### config.mk
export PLATFORM = sky130hd
export DESIGN_NAME = conv_trig_seq
export DESIGN_NICKNAME = d
export VERILOG_FILES = /design/src/rtl/trig_seq_pkg.sv /design/src/rtl/cfg_sync.sv /design/src/rtl/conv_timer.sv /design/src/rtl/conv_trig_seq.sv
export SDC_FILE = /design/constraint.sdc
export NUM_CORES = 1
export LEC_CHECK = 0
export ABC_AREA = 1
export BUFFER_PORTS_ARGS = -buffer_cell sky130_fd_sc_hd__buf_2
export CAP_MARGIN = 40
export CELL_PAD_IN_SITES_DETAIL_PLACEMENT = 2
export CELL_PAD_IN_SITES_GLOBAL_PLACEMENT = 2
export CORE_AREA = 5 5 79 81
export DETAILED_ROUTE_END_ITERATION = 10
export DIE_AREA = 0 0 84 86
export GPL_ROUTABILITY_DRIVEN = 0
export PLACE_DENSITY = 0.77
export SLEW_MARGIN = 20
export SYNTH_ARGS = -nofsm -noshare
export SYNTH_HDL_FRONTEND = slang
export SYNTH_HIERARCHICAL = 1
export SYNTH_SLANG_ARGS = --single-unit
### constraint.sdc
create_clock -name clk -period 2.72 [get_ports clk]
set_clock_uncertainty 0.15 [all_clocks]
set_input_delay 0.272 -clock clk [delete_from_list [all_inputs] [get_ports clk]]
set_output_delay 0.272 -clock clk [all_outputs]
set_load 0.01 [all_outputs]
### src/rtl/trig_seq_pkg.sv
package trig_seq_pkg;

    typedef struct packed {
        logic [1:0] mode;
        logic       r2r;
        logic       corr;
        logic       frun;
    } seq_cfg_t;

    localparam logic [1:0] MODE_BOTH = 2'd0;
    localparam logic [1:0] MODE_ALT  = 2'd1;

    function automatic seq_cfg_t unpack_cfg(input logic [4:0] w);
        seq_cfg_t c;
        c.frun = w[0];
        c.corr = w[1];
        c.r2r  = w[2];
        c.mode = w[4:3];
        return c;
    endfunction

endpackage

### src/rtl/cfg_sync.sv
module cfg_sync
    import trig_seq_pkg::*;
#(
    parameter int SYNC_STAGES = 2
) (
    input  logic     clk,
    input  logic     rst_n,
    input  logic     wr_i,
    input  logic [4:0] wdata_i,
    output seq_cfg_t cfg_o,
    output logic     apply_o,
    output logic     busy_o
);
    localparam int CNTW = $clog2(SYNC_STAGES + 1);

    typedef struct packed {
        seq_cfg_t        pend;
        seq_cfg_t        cfg;
        logic [CNTW-1:0] cnt;
    } sync_st_t;

    sync_st_t st_d, st_q;

    always_comb begin
        st_d    = st_q;
        apply_o = (st_q.cnt == CNTW'(1));
        if (apply_o) begin
            st_d.cfg = st_q.pend;
            st_d.cnt = '0;
        end else if (st_q.cnt != '0) begin
            st_d.cnt = st_q.cnt - CNTW'(1);
        end else if (wr_i) begin
            st_d.pend = unpack_cfg(wdata_i);
            st_d.cnt  = CNTW'(SYNC_STAGES);
        end
    end

    always_ff @(posedge clk or negedge rst_n) begin
        if (!rst_n) st_q <= '0;
        else        st_q <= st_d;
    end

    assign cfg_o  = st_q.cfg;
    assign busy_o = (st_q.cnt != '0);

    // applied configuration only moves after a pending write
    a_r2_cfg_after_sync: assert property (@(posedge clk) disable iff (!rst_n)
        !$stable(cfg_o) |-> $past(busy_o));
    // an accepted write raises sync busy
    a_r2_write_sets_busy: assert property (@(posedge clk) disable iff (!rst_n)
        (wr_i && !busy_o) |=> busy_o);

endmodule

### src/rtl/conv_timer.sv
module conv_timer #(
    parameter int CW = 5
) (
    input  logic          clk,
    input  logic          rst_n,
    input  logic          launch_i,
    input  logic [CW-1:0] dur_i,
    input  logic          frun_i,
    output logic          start_o,
    output logic          busy_o
);
    typedef struct packed {
        logic [CW-1:0] cnt;
        logic          st;
    } tmr_st_t;

    tmr_st_t t_d, t_q;
    logic    last;

    always_comb begin
        t_d    = t_q;
        t_d.st = 1'b0;
        last   = (t_q.cnt == CW'(1));
        if (launch_i) begin
            t_d.cnt = dur_i;
            t_d.st  = 1'b1;
        end else if (last) begin
            if (frun_i) begin
                t_d.cnt = dur_i;
                t_d.st  = 1'b1;
            end else begin
                t_d.cnt = '0;
            end
        end else if (t_q.cnt != '0) begin
            t_d.cnt = t_q.cnt - CW'(1);
        end
    end

    always_ff @(posedge clk or negedge rst_n) begin
        if (!rst_n) t_q <= '0;
        else        t_q <= t_d;
    end

    assign start_o = t_q.st;
    assign busy_o  = (t_q.cnt != '0);

    // busy never rises without a start pulse
    a_r6_busy_rise_has_start: assert property (@(posedge clk) disable iff (!rst_n)
        $rose(busy_o) |-> start_o);
    // the sequencer never launches a busy converter
    a_r9_no_launch_when_busy: assert property (@(posedge clk) disable iff (!rst_n)
        launch_i |-> !busy_o);
    // free-run restarts without a busy gap
    a_r8_restart: assert property (@(posedge clk) disable iff (!rst_n)
        (last && frun_i) |=> (start_o && busy_o));

endmodule

### src/rtl/conv_trig_seq.sv
module conv_trig_seq
    import trig_seq_pkg::*;
#(
    parameter int SYNC_CYC = 2,
    parameter int SAMP_CYC = 2,
    parameter int R2R_SAMP = 4,
    parameter int BASE_CYC = 12,
    parameter int CORR_CYC = 13
) (
    input  logic       clk,
    input  logic       rst_n,
    input  logic       cfg_wr,
    input  logic [4:0] cfg_wdata,
    input  logic       pair_en,
    input  logic       offcomp_en,
    input  logic       evt_start,
    input  logic       sw_start,
    output logic [1:0] conv_start,
    output logic [1:0] conv_busy,
    output logic       sync_busy,
    output logic       cfg_err,
    output logic       overrun
);
    localparam int NCONV  = 2;
    localparam int SAMPMX = (R2R_SAMP > SAMP_CYC) ? R2R_SAMP : SAMP_CYC;
    localparam int MAXDUR = BASE_CYC + CORR_CYC + SAMPMX;
    localparam int CW     = $clog2(MAXDUR + 1);

    typedef struct packed {
        logic tog;
        logic ovr;
    } seq_st_t;

    seq_cfg_t         cfg;
    logic             apply;
    logic             trig;
    logic             blocked;
    logic [NCONV-1:0] tgt;
    logic [NCONV-1:0] launch;
    logic [CW-1:0]    dur;
    seq_st_t          s_d, s_q;

    cfg_sync #(.SYNC_STAGES(SYNC_CYC)) sync_i (
        .clk     (clk),
        .rst_n   (rst_n),
        .wr_i    (cfg_wr),
        .wdata_i (cfg_wdata),
        .cfg_o   (cfg),
        .apply_o (apply),
        .busy_o  (sync_busy)
    );

    always_comb begin
        dur = CW'(BASE_CYC)
            + (cfg.r2r  ? CW'(R2R_SAMP) : CW'(SAMP_CYC))
            + (cfg.corr ? CW'(CORR_CYC) : CW'(0));
    end

    always_comb begin
        s_d  = s_q;
        trig = evt_start | sw_start;
        if (!pair_en)                tgt = 2'b01;
        else if (cfg.mode == MODE_ALT) tgt = s_q.tog ? 2'b10 : 2'b01;
        else                         tgt = 2'b11;
        blocked = |(tgt & conv_busy);
        launch  = (trig && !blocked) ? tgt : '0;
        if (trig && blocked) s_d.ovr = 1'b1;
        if (apply)
            s_d.tog = 1'b0;
        else if (trig && !blocked && pair_en && cfg.mode == MODE_ALT)
            s_d.tog = !s_q.tog;
    end

    always_ff @(posedge clk or negedge rst_n) begin
        if (!rst_n) s_q <= '0;
        else        s_q <= s_d;
    end

    for (genvar g = 0; g < NCONV; g++) begin : g_conv
        conv_timer #(.CW(CW)) tmr_i (
            .clk      (clk),
            .rst_n    (rst_n),
            .launch_i (launch[g]),
            .dur_i    (dur),
            .frun_i   (cfg.frun),
            .start_o  (conv_start[g]),
            .busy_o   (conv_busy[g])
        );
    end

    assign overrun = s_q.ovr;
    assign cfg_err = cfg.r2r & ~offcomp_en;

    // overrun is sticky
    a_r9_overrun_sticky: assert property (@(posedge clk) disable iff (!rst_n)
        overrun |=> overrun);
    // with pairing off an idle host is started by a trigger
    a_r3_host_only: assert property (@(posedge clk) disable iff (!rst_n)
        (!pair_en && (evt_start || sw_start) && !conv_busy[0]) |=> conv_start[0]);
    // simultaneous mode launches both idle converters together
    a_r4_both: assert property (@(posedge clk) disable iff (!rst_n)
        (pair_en && cfg.mode == MODE_BOTH && (evt_start || sw_start) && conv_busy == 2'b00)
        |=> conv_start == 2'b11);

endmodule

==> metrics.yaml <==
worst_setup_path:
  worstSetupPathType: "flop to flop"
  worstPathRequired_ns: 2.77
  cp-end-kind: "flop"
  critPathMaxFanout: 6
  cp-start-kind: "flop"
  critPathArrivalTime_ns: 2.24
power:
  leakagePower_uw: 0.000916
  power_density_mw_per_mm2: 1100
  vdd_drop_max_uv: 382
clocking:
  postCtsSetupBuffers: 0
  clock_latency_ns: 0.27
  root_buffer: "clkbuf_8"
  postCtsResizedCells: 0
  h-tree-depth: 1
  path_clk_slew_ns: 0.09
  cts.sinks: 26
  numCtsBuffers: 3
  clock_path_buffers: 2
  cts_tree: "built"
sta:
  slew_headroom_pct: 60.1
  rsz0062_at_grt: "no"
  timing_hold_violations_final: 0
  fmax_mhz: 456
  setup-violations-final: 0
  fin_crit_sh_pct: 80.6
  fin_crit_ns: 2.19
  tightest_slew_ns: 0.598
  finalMaxSlewViolations: 0
  fin_ws_ns: 0.527
  fin_tns_setup_ns: 0
global_routing:
  grt.total_usage_pct: 11.3
  grt_start_max_net_pins: 27
  grtUsageMet2_pct: 21.1
  antenna_found_initial: 0
  met3_usage_pct: 3.55
  gr-usage-met1_pct: 13.0
  grt-ovfl-total: 0
  grt_pass1_vias: 1474
  gr-max-usage-layer: "met2"
  grt_first_pass_wirelength_mm: 6.71
route:
  viasPerCell: 4.53
  ant_nets: 0
  vias: 1310
  remaining_drc_errors: 0
  drtIter0Drc: 25
  first_pass_iters: 4
  routedWlPerCell_um: 13.0
  finalWirelength_mm: 3.75
die:
  io_pins: 19
  rows: 27
  die_h_um: 86
  fp.coreArea_mm2: 0.00541
  die_width_um: 84
  start_util_pct: 29.8
  die_area_mm2: 0.00722
synthesis:
  yosysSeqAreaShare_pct: 40.4
  yosysWarnings: 6
  synthTopCellsByCount: "nand2_1 (51), inv_1 (32), dfrtp_1 (26)"
  synth_top_area_share_pct: 40.4
  synth_cells: 201
  syn_area_per_cell_um2: 8.01
  synth_top_area_cell: "dfrtp_1"
  async_reset_ff_share_pct: 100
  syn_nets: 224
  ys_top_cells_by_area: "dfrtp_1 (40%), nand2_1 (12%), ha_1 (8.6%)"
  ys_ff_latch: 26
  synthFlopType: "dfrtp_1"
  ys_types: 25
  synth_edf_count: 0
  synth_area_mm2: 0.00161
  yosysMostFrequentCell: "nand2_1"
finish:
  syn_to_final_growth_pct: 12.8
  diodes: 0
  final_area_mm2: 0.00181
  final_core_util_pct: 33.6
  drive_gt1_share_pct: 21.7
  final_nets: 241
  stdcell_count: 289
place:
  numPortBuffers: 18
  dpl_cell_area_mm2: 0.00173
  dp_hpwl_mm: 3.08
  placedCellCount: 284
  post-place-ws_ns: 0.546
flow_run:
  cap_violations: 0
worst_hold_path:
  hold_path.class: "input pin to flop"
status:
  status: "finished clean"
-- state kept, by name, indices dropped and copies added (netlist names) --
| name | count |
|---|---|
| sync_i/cfg_o | 5 |
| overrun | 1 |
| sync_i/st_q | 7 |
| s_q | 1 |
| g_conv.tmr_i/t_q | 10 |
| g_conv.tmr_i/start_o | 2 |
-- critical path, cell delays in order, from the launching register on --
cell and delay (ns):
dfrtp_1 0.41, inv_1 0.15, ha_1 0.17, nand2_1 0.08, nor2_4 0.15, inv_1 0.07, nand3_1 0.12, nand2_2 0.07
nor2_2 0.12, and3_1 0.22, inv_1 0.10, nand2_4 0.10, nand2_1 0.05, a21oi_1 0.15
-- metrics by stage --
stage	hold slack, ns	power [uW]
floorplan	-0.174	1470
global placement	0.179	1640
global route	0.0638	2220
finish	0.0715	1990
CTS	0.0680	2040
detailed placement	0.170	1690
-- where the power goes --
| group | internal (uW) | leakage, uW | switching, uW |
|---|---|---|---|
| clock | 197 | 0.0000357 | 125 |
| combinational | 350 | 0.000558 | 616 |
| sequential | 558 | 0.000322 | 145 |
| total | 1100 | 0.000916 | 885 |
-- area by class of cell --
class / count / area [um2]
Fill cell: 642 / 3590
Multi-Input combinational cell: 131 / 763
Sequential cell: 26 / 651
Inverter: 37 / 139
Timing Repair Buffer: 19 / 100
Tap cell: 72 / 90.1
Clock buffer: 3 / 41.3
Clock inverter: 1 / 30.0
-- path summary, 6_finish.rpt --
kind                       slack (ns)                            endpoint                               start  cells after the start
hold reg to reg                  0.32                 overrun$_DFFE_PN0P_                 overrun$_DFFE_PN0P_                      1
hold / removal                   0.07         sync_i/st_q[10]$_DFFE_PN0P_                        cfg_wdata[3]                      3
min in group asynchronous        0.39  g_conv[1].tmr_i/t_q[1]$_DFFE_PN0P_                               rst_n                      2
setup reg to reg                 0.53  g_conv[1].tmr_i/t_q[2]$_DFFE_PN0P_  g_conv[1].tmr_i/t_q[1]$_DFFE_PN0P_                     13
setup / recovery                 0.53  g_conv[1].tmr_i/t_q[2]$_DFFE_PN0P_  g_conv[1].tmr_i/t_q[1]$_DFFE_PN0P_                     13
max in group asynchronous        1.65  g_conv[0].tmr_i/t_q[2]$_DFFE_PN0P_                               rst_n                      2
-- timing repair --
action	in CTS	in global routing
setup endpoints to repair	0	0
hold endpoints to repair	26	0
hold buffers	1	0
-- cells in the final DEF, fill, tap and decap left out --
cell | synthesis | routed
a21o_2 | 1 | 1
a21oi_1 | 8 | 8
a21oi_2 | 4 | 4
and3_1 | 1 | 1
and3_2 | 1 | 1
buf_2 | 1 | 18
bufinv_16 | 0 | 1
clkbuf_8 | 1 | 3
dfrtp_1 | 26 | 26
dlygate4sd3_1 | 0 | 1
ha_1 | 11 | 11
inv_1 | 32 | 32
inv_2 | 5 | 5
nand2_1 | 51 | 51
nand2_2 | 2 | 2
nand2_4 | 2 | 2
nand3_1 | 14 | 14
nand3_2 | 4 | 4
nand3b_1 | 2 | 2
nand4_1 | 3 | 3
nor2_1 | 10 | 10
nor2_2 | 2 | 2
nor2_4 | 4 | 4
o21ai_0 | 4 | 4
o21ai_1 | 5 | 5
xor2_1 | 2 | 2
-- routing by layer --
layer / vias to the layer above / share of wire [%]
met2: 20 / 53
met5: - / 0
met3: 0 / 5.0
met1: 644 / 42
met4: 0 / 0
li1: 646 / -
-- cells by family (layout without fill, tap and decap cells) --
group | Yosys count | in the layout | synth area share, %
buffers and inverters | 44 | 60 | 12.1
xor gates and xnor gates | 2 | 2 | 1.09
and+or+nand+nor | 96 | 96 | 29.8
DFF | 26 | 26 | 40.4
adders and majority gates | 11 | 11 | 8.55
AOI/OAI and AO/OA | 22 | 22 | 8.01
No activity file was read; power rests on OpenSTA's default activity.
